<file path="src/rtl/curve_regfront_pkg.sv">
package curve_regfront_pkg;

    localparam int DATA_W = 32;
    localparam int MODE_W = 4;

    // word offsets of the scalar registers
    localparam logic [31:0] OFF_RAW = 32'h0000_000C;
    localparam logic [31:0] OFF_ST  = 32'h0000_0010;
    localparam logic [31:0] OFF_ENA = 32'h0000_0014;
    localparam logic [31:0] OFF_CLR = 32'h0000_0018;
    localparam logic [31:0] OFF_CFG = 32'h0000_001C;
    localparam logic [31:0] OFF_VER = 32'h0000_00FC;

    // configuration word bit positions
    localparam int CFG_START  = 0;
    localparam int CFG_RST    = 1;
    localparam int CFG_WIDE   = 2;
    localparam int CFG_MODP   = 3;
    localparam int CFG_MODE   = 4;
    localparam int CFG_VERIFY = 29;
    localparam int CFG_REGCLK = 30;
    localparam int CFG_MEMCLK = 31;

    typedef struct packed {
        logic              start;
        logic              start_pls;
        logic              rst_pls;
        logic              wide;
        logic              mod_p;
        logic [MODE_W-1:0] mode;
        logic              verify;
        logic              reg_clk;
        logic              mem_clk;
        logic              raw;
        logic              ena;
    } ctrl_t;

endpackage

</file>
<file path="src/rtl/curve_ctrl_regs.sv">
module curve_ctrl_regs
    import curve_regfront_pkg::*;
(
    input  logic              clk,
    input  logic              rst_n,
    input  logic              cfg_we,
    input  logic              ena_we,
    input  logic              clr_we,
    input  logic [DATA_W-1:0] wdata,
    input  logic              eng_done,
    input  logic              eng_verify,
    output logic [DATA_W-1:0] cfg_word,
    output logic              raw,
    output logic              ena,
    output logic              start,
    output logic              eng_start,
    output logic              eng_rst,
    output logic [MODE_W-1:0] eng_mode,
    output logic              eng_wide,
    output logic              eng_mod_p
);

    localparam int GAP_W = CFG_VERIFY - CFG_MODE - MODE_W;

    ctrl_t ctl_d, ctl_q;

    always_comb begin
        ctl_d           = ctl_q;
        ctl_d.start_pls = 1'b0;
        ctl_d.rst_pls   = 1'b0;

        // completion ends a running operation
        if (ctl_q.start && eng_done) begin
            ctl_d.start = 1'b0;
        end

        if (cfg_we) begin
            ctl_d.wide    = wdata[CFG_WIDE];
            ctl_d.mod_p   = wdata[CFG_MODP];
            ctl_d.reg_clk = wdata[CFG_REGCLK];
            ctl_d.mem_clk = wdata[CFG_MEMCLK];
            if (!ctl_q.start) begin
                ctl_d.mode = wdata[CFG_MODE +: MODE_W];
            end
            if (wdata[CFG_RST]) begin
                ctl_d.rst_pls = 1'b1;
                ctl_d.start   = 1'b0;
            end else if (!ctl_q.start && wdata[CFG_START]) begin
                ctl_d.start     = 1'b1;
                ctl_d.start_pls = 1'b1;
            end
        end

        // a completion outranks a concurrent clear
        if (eng_done) begin
            ctl_d.raw    = 1'b1;
            ctl_d.verify = eng_verify;
        end else if (clr_we && wdata[0]) begin
            ctl_d.raw = 1'b0;
        end

        if (ena_we) begin
            ctl_d.ena = wdata[0];
        end
    end

    always_ff @(posedge clk or negedge rst_n) begin
        if (!rst_n) begin
            ctl_q         <= '0;
            ctl_q.mem_clk <= 1'b1;
        end else begin
            ctl_q <= ctl_d;
        end
    end

    assign cfg_word = {ctl_q.mem_clk, ctl_q.reg_clk, ctl_q.verify,
                       {GAP_W{1'b0}}, ctl_q.mode, ctl_q.mod_p,
                       ctl_q.wide, 1'b0, ctl_q.start};

    assign raw       = ctl_q.raw;
    assign ena       = ctl_q.ena;
    assign start     = ctl_q.start;
    assign eng_start = ctl_q.start_pls;
    assign eng_rst   = ctl_q.rst_pls;
    assign eng_mode  = ctl_q.mode;
    assign eng_wide  = ctl_q.wide;
    // modular work modes are 8..11: top bits of the mode equal 2'b10
    assign eng_mod_p = ctl_q.mod_p && (ctl_q.mode[MODE_W-1 -: 2] == 2'b10);

endmodule

</file>
<file path="src/rtl/curve_operand_store.sv">
module curve_operand_store #(
    parameter int NUM_WIN   = 6,
    parameter int WIN_WORDS = 8,
    parameter int WORD_W    = 32,
    localparam int DEPTH    = NUM_WIN * WIN_WORDS,
    localparam int IDX_W    = $clog2(DEPTH)
) (
    input  logic              clk,
    input  logic              rst_n,
    input  logic              we,
    input  logic [IDX_W-1:0]  idx,
    input  logic [WORD_W-1:0] wdata,
    output logic [WORD_W-1:0] rdata
);

    logic [WORD_W-1:0] mem_d [DEPTH];
    logic [WORD_W-1:0] mem_q [DEPTH];

    always_comb begin
        for (int i = 0; i < DEPTH; i++) begin
            mem_d[i] = (we && (int'(idx) == i)) ? wdata : mem_q[i];
        end
    end

    always_ff @(posedge clk or negedge rst_n) begin
        if (!rst_n) begin
            for (int i = 0; i < DEPTH; i++) begin
                mem_q[i] <= '0;
            end
        end else begin
            for (int i = 0; i < DEPTH; i++) begin
                mem_q[i] <= mem_d[i];
            end
        end
    end

    assign rdata = mem_q[idx];

endmodule

</file>
<file path="src/rtl/curve_regfront.sv">
module curve_regfront
    import curve_regfront_pkg::*;
#(
    parameter int          ADDR_W     = 9,
    parameter int          NUM_WIN    = 6,
    parameter int          WIN_WORDS  = 8,
    parameter logic [31:0] WIN_BASE   = 32'h0000_0100,
    parameter logic [27:0] VERSION_ID = 28'd35680640
) (
    input  logic              clk,
    input  logic              rst_n,
    input  logic              wr_en,
    input  logic              rd_en,
    input  logic [ADDR_W-1:0] addr,
    input  logic [DATA_W-1:0] wdata,
    output logic [DATA_W-1:0] rdata,
    output logic              eng_start,
    output logic              eng_rst,
    output logic [MODE_W-1:0] eng_mode,
    output logic              eng_wide,
    output logic              eng_mod_p,
    input  logic              eng_done,
    input  logic              eng_verify,
    output logic              irq
);

    localparam int          BYTES_W  = DATA_W / 8;
    localparam int          DEPTH    = NUM_WIN * WIN_WORDS;
    localparam int          IDX_W    = $clog2(DEPTH);
    localparam logic [31:0] WIN_END  = WIN_BASE + 32'(DEPTH * BYTES_W);

    logic [31:0]       a_word;
    logic [31:0]       win_off;
    logic              in_win;
    logic [IDX_W-1:0]  win_idx;
    logic              cfg_we, ena_we, clr_we, op_we;
    logic [DATA_W-1:0] cfg_word, op_rdata, rd_mux;
    logic              irq_raw, irq_ena, start_q;
    logic [DATA_W-1:0] rdata_d, rdata_q;

    // word-aligned address; byte lanes are not decoded
    assign a_word  = {{(32-ADDR_W){1'b0}}, addr[ADDR_W-1:2], 2'b00};
    assign in_win  = (a_word >= WIN_BASE) && (a_word < WIN_END);
    assign win_off = a_word - WIN_BASE;
    assign win_idx = win_off[IDX_W+1:2];

    assign cfg_we = wr_en && (a_word == OFF_CFG);
    assign ena_we = wr_en && (a_word == OFF_ENA);
    assign clr_we = wr_en && (a_word == OFF_CLR);
    assign op_we  = wr_en && in_win && !start_q;

    curve_ctrl_regs u_ctrl (
        .clk        (clk),
        .rst_n      (rst_n),
        .cfg_we     (cfg_we),
        .ena_we     (ena_we),
        .clr_we     (clr_we),
        .wdata      (wdata),
        .eng_done   (eng_done),
        .eng_verify (eng_verify),
        .cfg_word   (cfg_word),
        .raw        (irq_raw),
        .ena        (irq_ena),
        .start      (start_q),
        .eng_start  (eng_start),
        .eng_rst    (eng_rst),
        .eng_mode   (eng_mode),
        .eng_wide   (eng_wide),
        .eng_mod_p  (eng_mod_p)
    );

    curve_operand_store #(
        .NUM_WIN   (NUM_WIN),
        .WIN_WORDS (WIN_WORDS),
        .WORD_W    (DATA_W)
    ) u_ops (
        .clk   (clk),
        .rst_n (rst_n),
        .we    (op_we),
        .idx   (win_idx),
        .wdata (wdata),
        .rdata (op_rdata)
    );

    always_comb begin
        rd_mux = '0;
        if (in_win) begin
            rd_mux = op_rdata;
        end else begin
            case (a_word)
                OFF_RAW: rd_mux = {{(DATA_W-1){1'b0}}, irq_raw};
                OFF_ST:  rd_mux = {{(DATA_W-1){1'b0}}, irq_raw & irq_ena};
                OFF_ENA: rd_mux = {{(DATA_W-1){1'b0}}, irq_ena};
                OFF_CFG: rd_mux = cfg_word;
                OFF_VER: rd_mux = {4'b0, VERSION_ID};
                default: rd_mux = '0;
            endcase
        end
        rdata_d = rd_en ? rd_mux : rdata_q;
    end

    always_ff @(posedge clk or negedge rst_n) begin
        if (!rst_n) begin
            rdata_q <= '0;
        end else begin
            rdata_q <= rdata_d;
        end
    end

    assign rdata = rdata_q;
    assign irq   = irq_raw & irq_ena;

endmodule

</file>
<file path="config.mk">
export PLATFORM = sky130hd
export DESIGN_NAME = curve_regfront
export DESIGN_NICKNAME = d
export VERILOG_FILES = /design/src/rtl/curve_regfront_pkg.sv /design/src/rtl/curve_ctrl_regs.sv /design/src/rtl/curve_operand_store.sv /design/src/rtl/curve_regfront.sv
export SDC_FILE = /design/constraint.sdc
export NUM_CORES = 2
export LEC_CHECK = 0
export BUFFER_PORTS_ARGS = -buffer_cell sky130_fd_sc_hd__buf_2
export CORE_MARGIN = 2
export CORE_UTILIZATION = 25
export CTS_CLUSTER_DIAMETER = 40
export DETAILED_ROUTE_END_ITERATION = 8
export PLACE_DENSITY = 0.5
export RECOVER_POWER = 25
export SLEW_MARGIN = 20
export SYNTH_ARGS = -nofsm -noshare
export SYNTH_HDL_FRONTEND = slang
export SYNTH_SLANG_ARGS = --single-unit
</file>
<file path="constraint.sdc">
create_clock -name clk -period 2.55 [get_ports clk]
set_clock_uncertainty 0.2 [all_clocks]
set_input_delay 0.6375 -clock clk [delete_from_list [all_inputs] [get_ports clk]]
set_output_delay 0.6375 -clock clk [all_outputs]
set_load 0.01 [all_outputs]
</file>
# Word-level counts from Yosys, hierarchy flattened

Cells that the tools add are included.

Multiply operators: 0
$lt $le $gt $ge: 3
Muxes and demuxes: 14
$add $sub $neg: 1
Shifts and indexed selects: 0
Reduce and logical (&&, ||, !) cells: 62
Eq/ne operators: 54
Div/mod/pow operators: 0
Bitwise operators: 3

Operators by type and width:

| kind                | number |
|---|---|
| $bmux 32 s6         | 1 |
| $eq 6x6->1 const B  | 32 |
| $pmux 32 s5         | 1 |
| $mux 32             | 3 |
| $logic_and 1x1->1   | 58 |
| $eq 6x5->1 const B  | 8 |
| $eq 7x3->1 const B  | 4 |
| $eq 6x4->1 const B  | 4 |
| $eq 6x3->1 const B  | 2 |
| $ge 9x9->1 const B  | 1 |
| $lt 9x9->1 const B  | 1 |
| $mux 9              | 1 |
| $sub 8x1->8 const B | 1 |
| $eq 7x2->1 const B  | 1 |
| $eq 7x6->1 const B  | 1 |
| $ge 7x7->1 const B  | 1 |
| $not 6->7           | 1 |
| $eq 6x2->1 const B  | 1 |
| $logic_not 6->1     | 1 |
| $mux 1              | 6 |
| $mux 4              | 1 |
| $eq 2x2->1 const B  | 1 |
| $mux 2              | 1 |
| $reduce_and 2->1    | 1 |
| 4 further kinds     | 4 |

Memories kept: 0
RAM bits: 0
Word-level logic and storage cells: 197
Output and inout bits: 41
Input bits: 47
Bits in read-only memories: 0
Latch bits: 0
Register bits after elaboration: 1,582

# Depth between registers and ports, before layout

Word-level depth: 6
Mapped depth: 9

# Cells and area by module

Synthesis repeated with hierarchy kept, for this count alone.

Cells, all modules: 4,513
Area, all modules: 71,373.5 um^2

Modules (own cells, without submodules):

| module              | area each (um^2) | seq. area each (um^2) | cells an instance | times used |
|---|---|---|---|---|
| curve_operand_store | 68,907.3         | 38,436.9              | 4,283             | 1 |
| curve_regfront      | 1,710.4          | 800.8                 | 168               | 1 |
| curve_ctrl_regs     | 755.7            | 351.6                 | 62                | 1 |

# Worst setup path before layout

Ideal clock, no wire load.

Path type: input -> register
From: in addr[3]
To: reg rdata_q[29], in the netlist rdata[29]
Setup time: 0.145 ns
Buffers on the path: 3
Cell stages on the path: 7
Data arrival time: 2.427 ns
Required time: 2.205 ns
Path slack: -0.222 ns
Path through: buf_2 clkbuf_1 buf_1 mux4_2 mux2_2 a221oi_1 o221ai_1

Word-level cells in the longest chain between the ends: 6

Ends and longest elaborated chain:

| element                                     | RTL line                  | source |
|---|---|---|
| from (decl)                                 | curve_regfront.sv:14      | `input logic [ADDR_W-1:0] addr,` |
| $sub 8x1->8                                 | curve_regfront.sv:44      | `assign win_off = a_word - WIN_BASE;` |
| $not 6->7 (implied by the code)             | curve_operand_store.sv:37 | `assign rdata = mem_q[idx];` |
| $bmux 32 s6                                 | curve_operand_store.sv:37 |  |
| $mux 32 (implied by the code) (2 in series) | curve_operand_store.sv:37 |  |
| $mux 32 *                                   | curve_regfront.sv:87      | `if (in_win) begin` |
| to (signal assigned)                        | curve_regfront.sv:106     | `rdata_q <= rdata_d;` |
| to (decl)                                   | curve_regfront.sv:39      | `logic [DATA_W-1:0] rdata_d, rdata_q;` |

Mark *: on every way between the ends. The rest lies on a longest branch, timed or not. The select of a mux whose other input is x is not followed.
A chain may end at the register's enable or synchronous reset.

# Worst setup path in the final report

From: reg u_ctrl.ctl_q, in the netlist u_ctrl.ena
To: out irq

Word-level cells in the longest chain between the ends: 1

Ends and longest elaborated chain:

| element                | RTL line              | source |
|---|---|---|
| from (decl)            | curve_ctrl_regs.sv:25 | `ctrl_t ctl_d, ctl_q;` |
| from (signal assigned) | curve_ctrl_regs.sv:72 | `ctl_q <= ctl_d;` |
| $and 1x1->1            | curve_regfront.sv:111 | `assign irq = irq_raw & irq_ena;` |
| to (decl)              | curve_regfront.sv:24  | `output logic irq` |

No other way between the ends.

==> flow_metrics.env <==
export IMPL_cpLargestDelayFamily="flip-flops"
export IMPL_ios=88
export IMPL_cts_sinks=1582
export IMPL_antenna_found_initial=11
export IMPL_startpoint_type="register"
export IMPL_cts_tree="built"
export IMPL_cp_max_fo=4
export IMPL_yosys_area_top_type_share_pct=55.3
export IMPL_synthSimpleGateAreaFrac_pct=1.55
export IMPL_synth_seq_cells=1582
export IMPL_drive_above_1_share_pct=56.7
export IMPL_finalHoldViolations=0
export IMPL_insertion_delay_ns=0.89
export IMPL_clockRootBuffer="clkbuf_16"
export IMPL_rsz0062_at_grt="false"
export IMPL_start_util_pct=25.1
export IMPL_drtAntennaViolNets=0
export IMPL_n_fill_cell=27900
export IMPL_maxCapViolCount=0
export IMPL_grt_util_all_layers_pct=15.3
export IMPL_synthMuxAreaShare_pct=38.7
export IMPL_dp_hpwl_um=144000
export IMPL_final_area_um2=88800
export IMPL_drv_slew=0
export IMPL_clock_fmax_ghz=0.401
export IMPL_critPathMaxStageDelay_ns=0.39
export IMPL_place_ws_ns=-0.642
export IMPL_cts_inserted_buffers=227
export IMPL_fin_cells=8744
export IMPL_fin_crit_ns=2.49
export IMPL_clock_path_buffers=4
export IMPL_synth_area_leaders="dfrtp_1, mux2_2, mux4_2"
export IMPL_crit_arrival_ns=1.66
export IMPL_grt_pass1_wl_um=329000
export IMPL_synth_compound_area_share_pct=1.34
export IMPL_fin_crit_sh_pct=97.8
export IMPL_synth_avg_cell_area_um2=16.1
export IMPL_yosysSeqAreaShare_pct=55.3
export IMPL_synth_fa_ha_area_share_pct=0
export IMPL_async_flop_share_pct=100
export IMPL_grt_pass1_vias=44700
export IMPL_port_buffers=85
export IMPL_grt_overflow=0
export IMPL_critPathCaptureType="output port"
export IMPL_crit_type="register to output port"
export IMPL_status="complete, no violations"
export IMPL_slowest_stage="dfrtp_1"
export IMPL_die_h_um=539
export IMPL_placed_area_um2=80900
export IMPL_ir_drop_v=0.000601
export IMPL_finalSetupViolCount=0
export IMPL_globalplace_congestion=0.786
export IMPL_required_ns=1.71
export IMPL_path_clk_slew_ns=0.05
export IMPL_dieWidth_um=539
export IMPL_vias=41100
export IMPL_rows=196
export IMPL_synth_area_um2=71600
export IMPL_max_slew_margin_pct=11.4
export IMPL_layout_area_overhead_vs_synth_pct=24.2
export IMPL_drt_pre_antenna_iters=5
export IMPL_drc=0
export IMPL_grt_max_degree=130
export IMPL_path_buf_inv=1
export IMPL_synth_nets=4490
export IMPL_htreeDepth=4
export IMPL_synth_area_leader_cell="dfrtp_1"
export IMPL_ys_types=49
export IMPL_wl_um=223000
export IMPL_drt_vias_per_instance=4.70
export IMPL_cp_cell_sequence="and2_1 -> buf_2"
export IMPL_drt_iter0_drc=2365
export IMPL_utilization_pct=31.2
export IMPL_dieArea_um2=291000
export IMPL_coreArea_um2=285000
export IMPL_p_leak_uw=0.0415
export IMPL_post_route_worst_setup_slack_ns=0.0551
export IMPL_synth_edf_count=0
export IMPL_ys_flop_type="dfrtp_1"
export IMPL_synth_top_family_by_area="multiplexers"
export IMPL_placedCellCount=8322
export IMPL_powerDensity_nw_per_um2=745
export IMPL_synth_xor_area_share_pct=0
export IMPL_synth_cells=4443
export IMPL_wl_per_cell_um=25.5
export IMPL_ys_warnings_count=0
export IMPL_fin_nets=4840
export IMPL_min_path_type="primary input to register"
export IMPL_worst_pin_slew_ns=1.33
==> report_power, final <==
part	leakage (uW)	total [uW]	internal, uW	switching [uW]
Sequential	0.0216	27700	26800	854
Clock	0.00392	33300	20900	12400
Combinational	0.0159	5310	2800	2510
Total	0.0415	66200	50500	15700
==> cells in the final DEF, fill, tap and decap left out, types with 7 or more instances in the layout <==
cell,netlist,final
a21oi_1,7,7
a221o_1,8,8
a22o_1,12,12
a22oi_1,11,11
and3_1,9,9
buf_12,0,179
buf_2,172,81
buf_4,29,276
bufinv_16,0,33
clkbuf_1,213,27
clkbuf_16,0,229
clkbuf_2,0,8
clkbuf_8,0,33
clkinv_2,0,30
clkinv_4,0,12
clkinvlp_4,0,24
dfrtp_1,1581,1573
dfrtp_2,0,8
inv_1,10,9
inv_6,0,29
mux2_1,154,154
mux2_2,1400,1400
mux2i_1,137,137
mux4_2,392,392
nand2_1,31,21
nand2_2,0,8
nor2_1,49,34
nor2_4,0,18
nor3_4,0,20
o22ai_1,45,45
o2bb2ai_1,18,18
or4_1,22,22
==> final timing paths <==
kind	from	end	slack [ns]	cells past startpoint
min in group asynchronous	rst_n	u_ops.mem_q[391]$_DFFE_PN0P_	0.46	2
worst max register to register	u_ops.mem_q[29]$_DFFE_PN0P_	rdata[29]$_DFFE_PN0P_	0.17	6
worst min register to register	u_ops.mem_q[229]$_DFFE_PN0P_	u_ops.mem_q[229]$_DFFE_PN0P_	0.28	1
max in group asynchronous	rst_n	u_ops.mem_q[242]$_DFFE_PN0P_	0.21	4
worst max-delay path	u_ctrl.ena$_DFFE_PN0P_	irq	0.06	2
worst min-delay path	wdata[1]	u_ctrl.eng_rst$_DFF_PN0_	0.10	3
==> area by class of cell <==
| type | count | area [um2] | area share [%] |
|---|---|---|---|
| antenna | 4 | 10.0 | 0.0113 |
| sequential | 1582 | 39600 | 44.6 |
| clock buffer | 276 | 6240 | 7.02 |
| tap | 3762 | 4710 | 5.30 |
| timing repair buffer | 571 | 6300 | 7.09 |
| clock inverter | 138 | 1830 | 2.06 |
| inverter | 10 | 37.5 | 0.0422 |
| multi-input combinational | 2401 | 30100 | 33.9 |
==> tightest hold or removal path, cell delays in order <==
cell	delay, ns
buf_2	0.26
inv_1	0.13
nor2_1	0.05
==> synthesized netlist by cell type (3+ instances only) <==
| cell | n |
|---|---|
| buf_1 | 16 |
| a22oi_1 | 11 |
| nand3_1 | 8 |
| a21o_1 | 3 |
| o22ai_1 | 45 |
| nor2b_1 | 5 |
| a22o_1 | 12 |
| buf_6 | 20 |
| o2bb2ai_1 | 18 |
| nor3_2 | 21 |
| nand4_1 | 5 |
| o21ai_0 | 3 |
| inv_1 | 10 |
| o221ai_1 | 6 |
| buf_4 | 29 |
| mux4_2 | 392 |
| and3_1 | 9 |
| a221oi_1 | 9 |
| nand2b_1 | 5 |
| dfrtp_1 | 1581 |
| mux2_2 | 1400 |
| nand2_1 | 31 |
| and2_1 | 4 |
| nor2_1 | 49 |
| or4_1 | 22 |
| mux2_1 | 154 |
| nor3_1 | 6 |
| clkbuf_1 | 213 |
| nand4b_1 | 3 |
| mux2i_1 | 137 |
| buf_2 | 172 |
| nor2_2 | 5 |
| o21ai_1 | 5 |
| a21oi_1 | 7 |
| a221o_1 | 8 |
==> per-layer routing <==
| layer | global-route usage [%] | vias to the layer above | share of wire [%] |
|---|---|---|---|
| met5 | 0 | - | 0.0058 |
| met3 | 1.92 | 301 | 3.1 |
| met4 | 4.09 | 2 | 2.6 |
| met2 | 26.6 | 668 | 51 |
| met1 | 19.9 | 22800 | 44 |
| li1 | - | 17400 | - |
==> stage by stage <==
| step | power, uW | setup TNS [ns] | hold slack [ns] |
|---|---|---|---|
| 2_1_floorplan | 31200 | -7.93 | 0.142 |
| 3_3_place_gp | 33300 | -500.26 | 0.262 |
| 3_5_place_dp | 33500 | -517.52 | 0.269 |
| 4_1_cts | 67100 | 0 | 0.0556 |
| 5_1_grt | 68800 | 0 | 0.0922 |
| 6_report | 66200 | 0 | 0.102 |
==> cells by family (layout without fill, tap and decap cells) <==
group	Yosys count	after routing
mux	2083	2083
flops	1582	1582
buf+inv	460	995
simple gates	188	188
compound gates	130	130
other cells	0	4
==> flip-flops by register name, summed over array words and instances, names as in the netlist <==
signal,count
u_ctrl.raw,1
u_ctrl.ena,1
u_ctrl.eng_start,1
u_ctrl.cfg_word,4
u_ctrl.start,1
u_ops.mem_q,1536
rdata,32
u_ctrl.eng_wide,1
u_ctrl.eng_rst,1
u_ctrl.eng_mode,4
==> what timing repair did <==
action,4_1_cts,5_1_grt
resized for setup,8,0
hold buffers,4,0
setup endpoints to repair,8,0
hold endpoints to repair,721,0
buffers inserted,0,0
(Power assumes the default switching activity.)
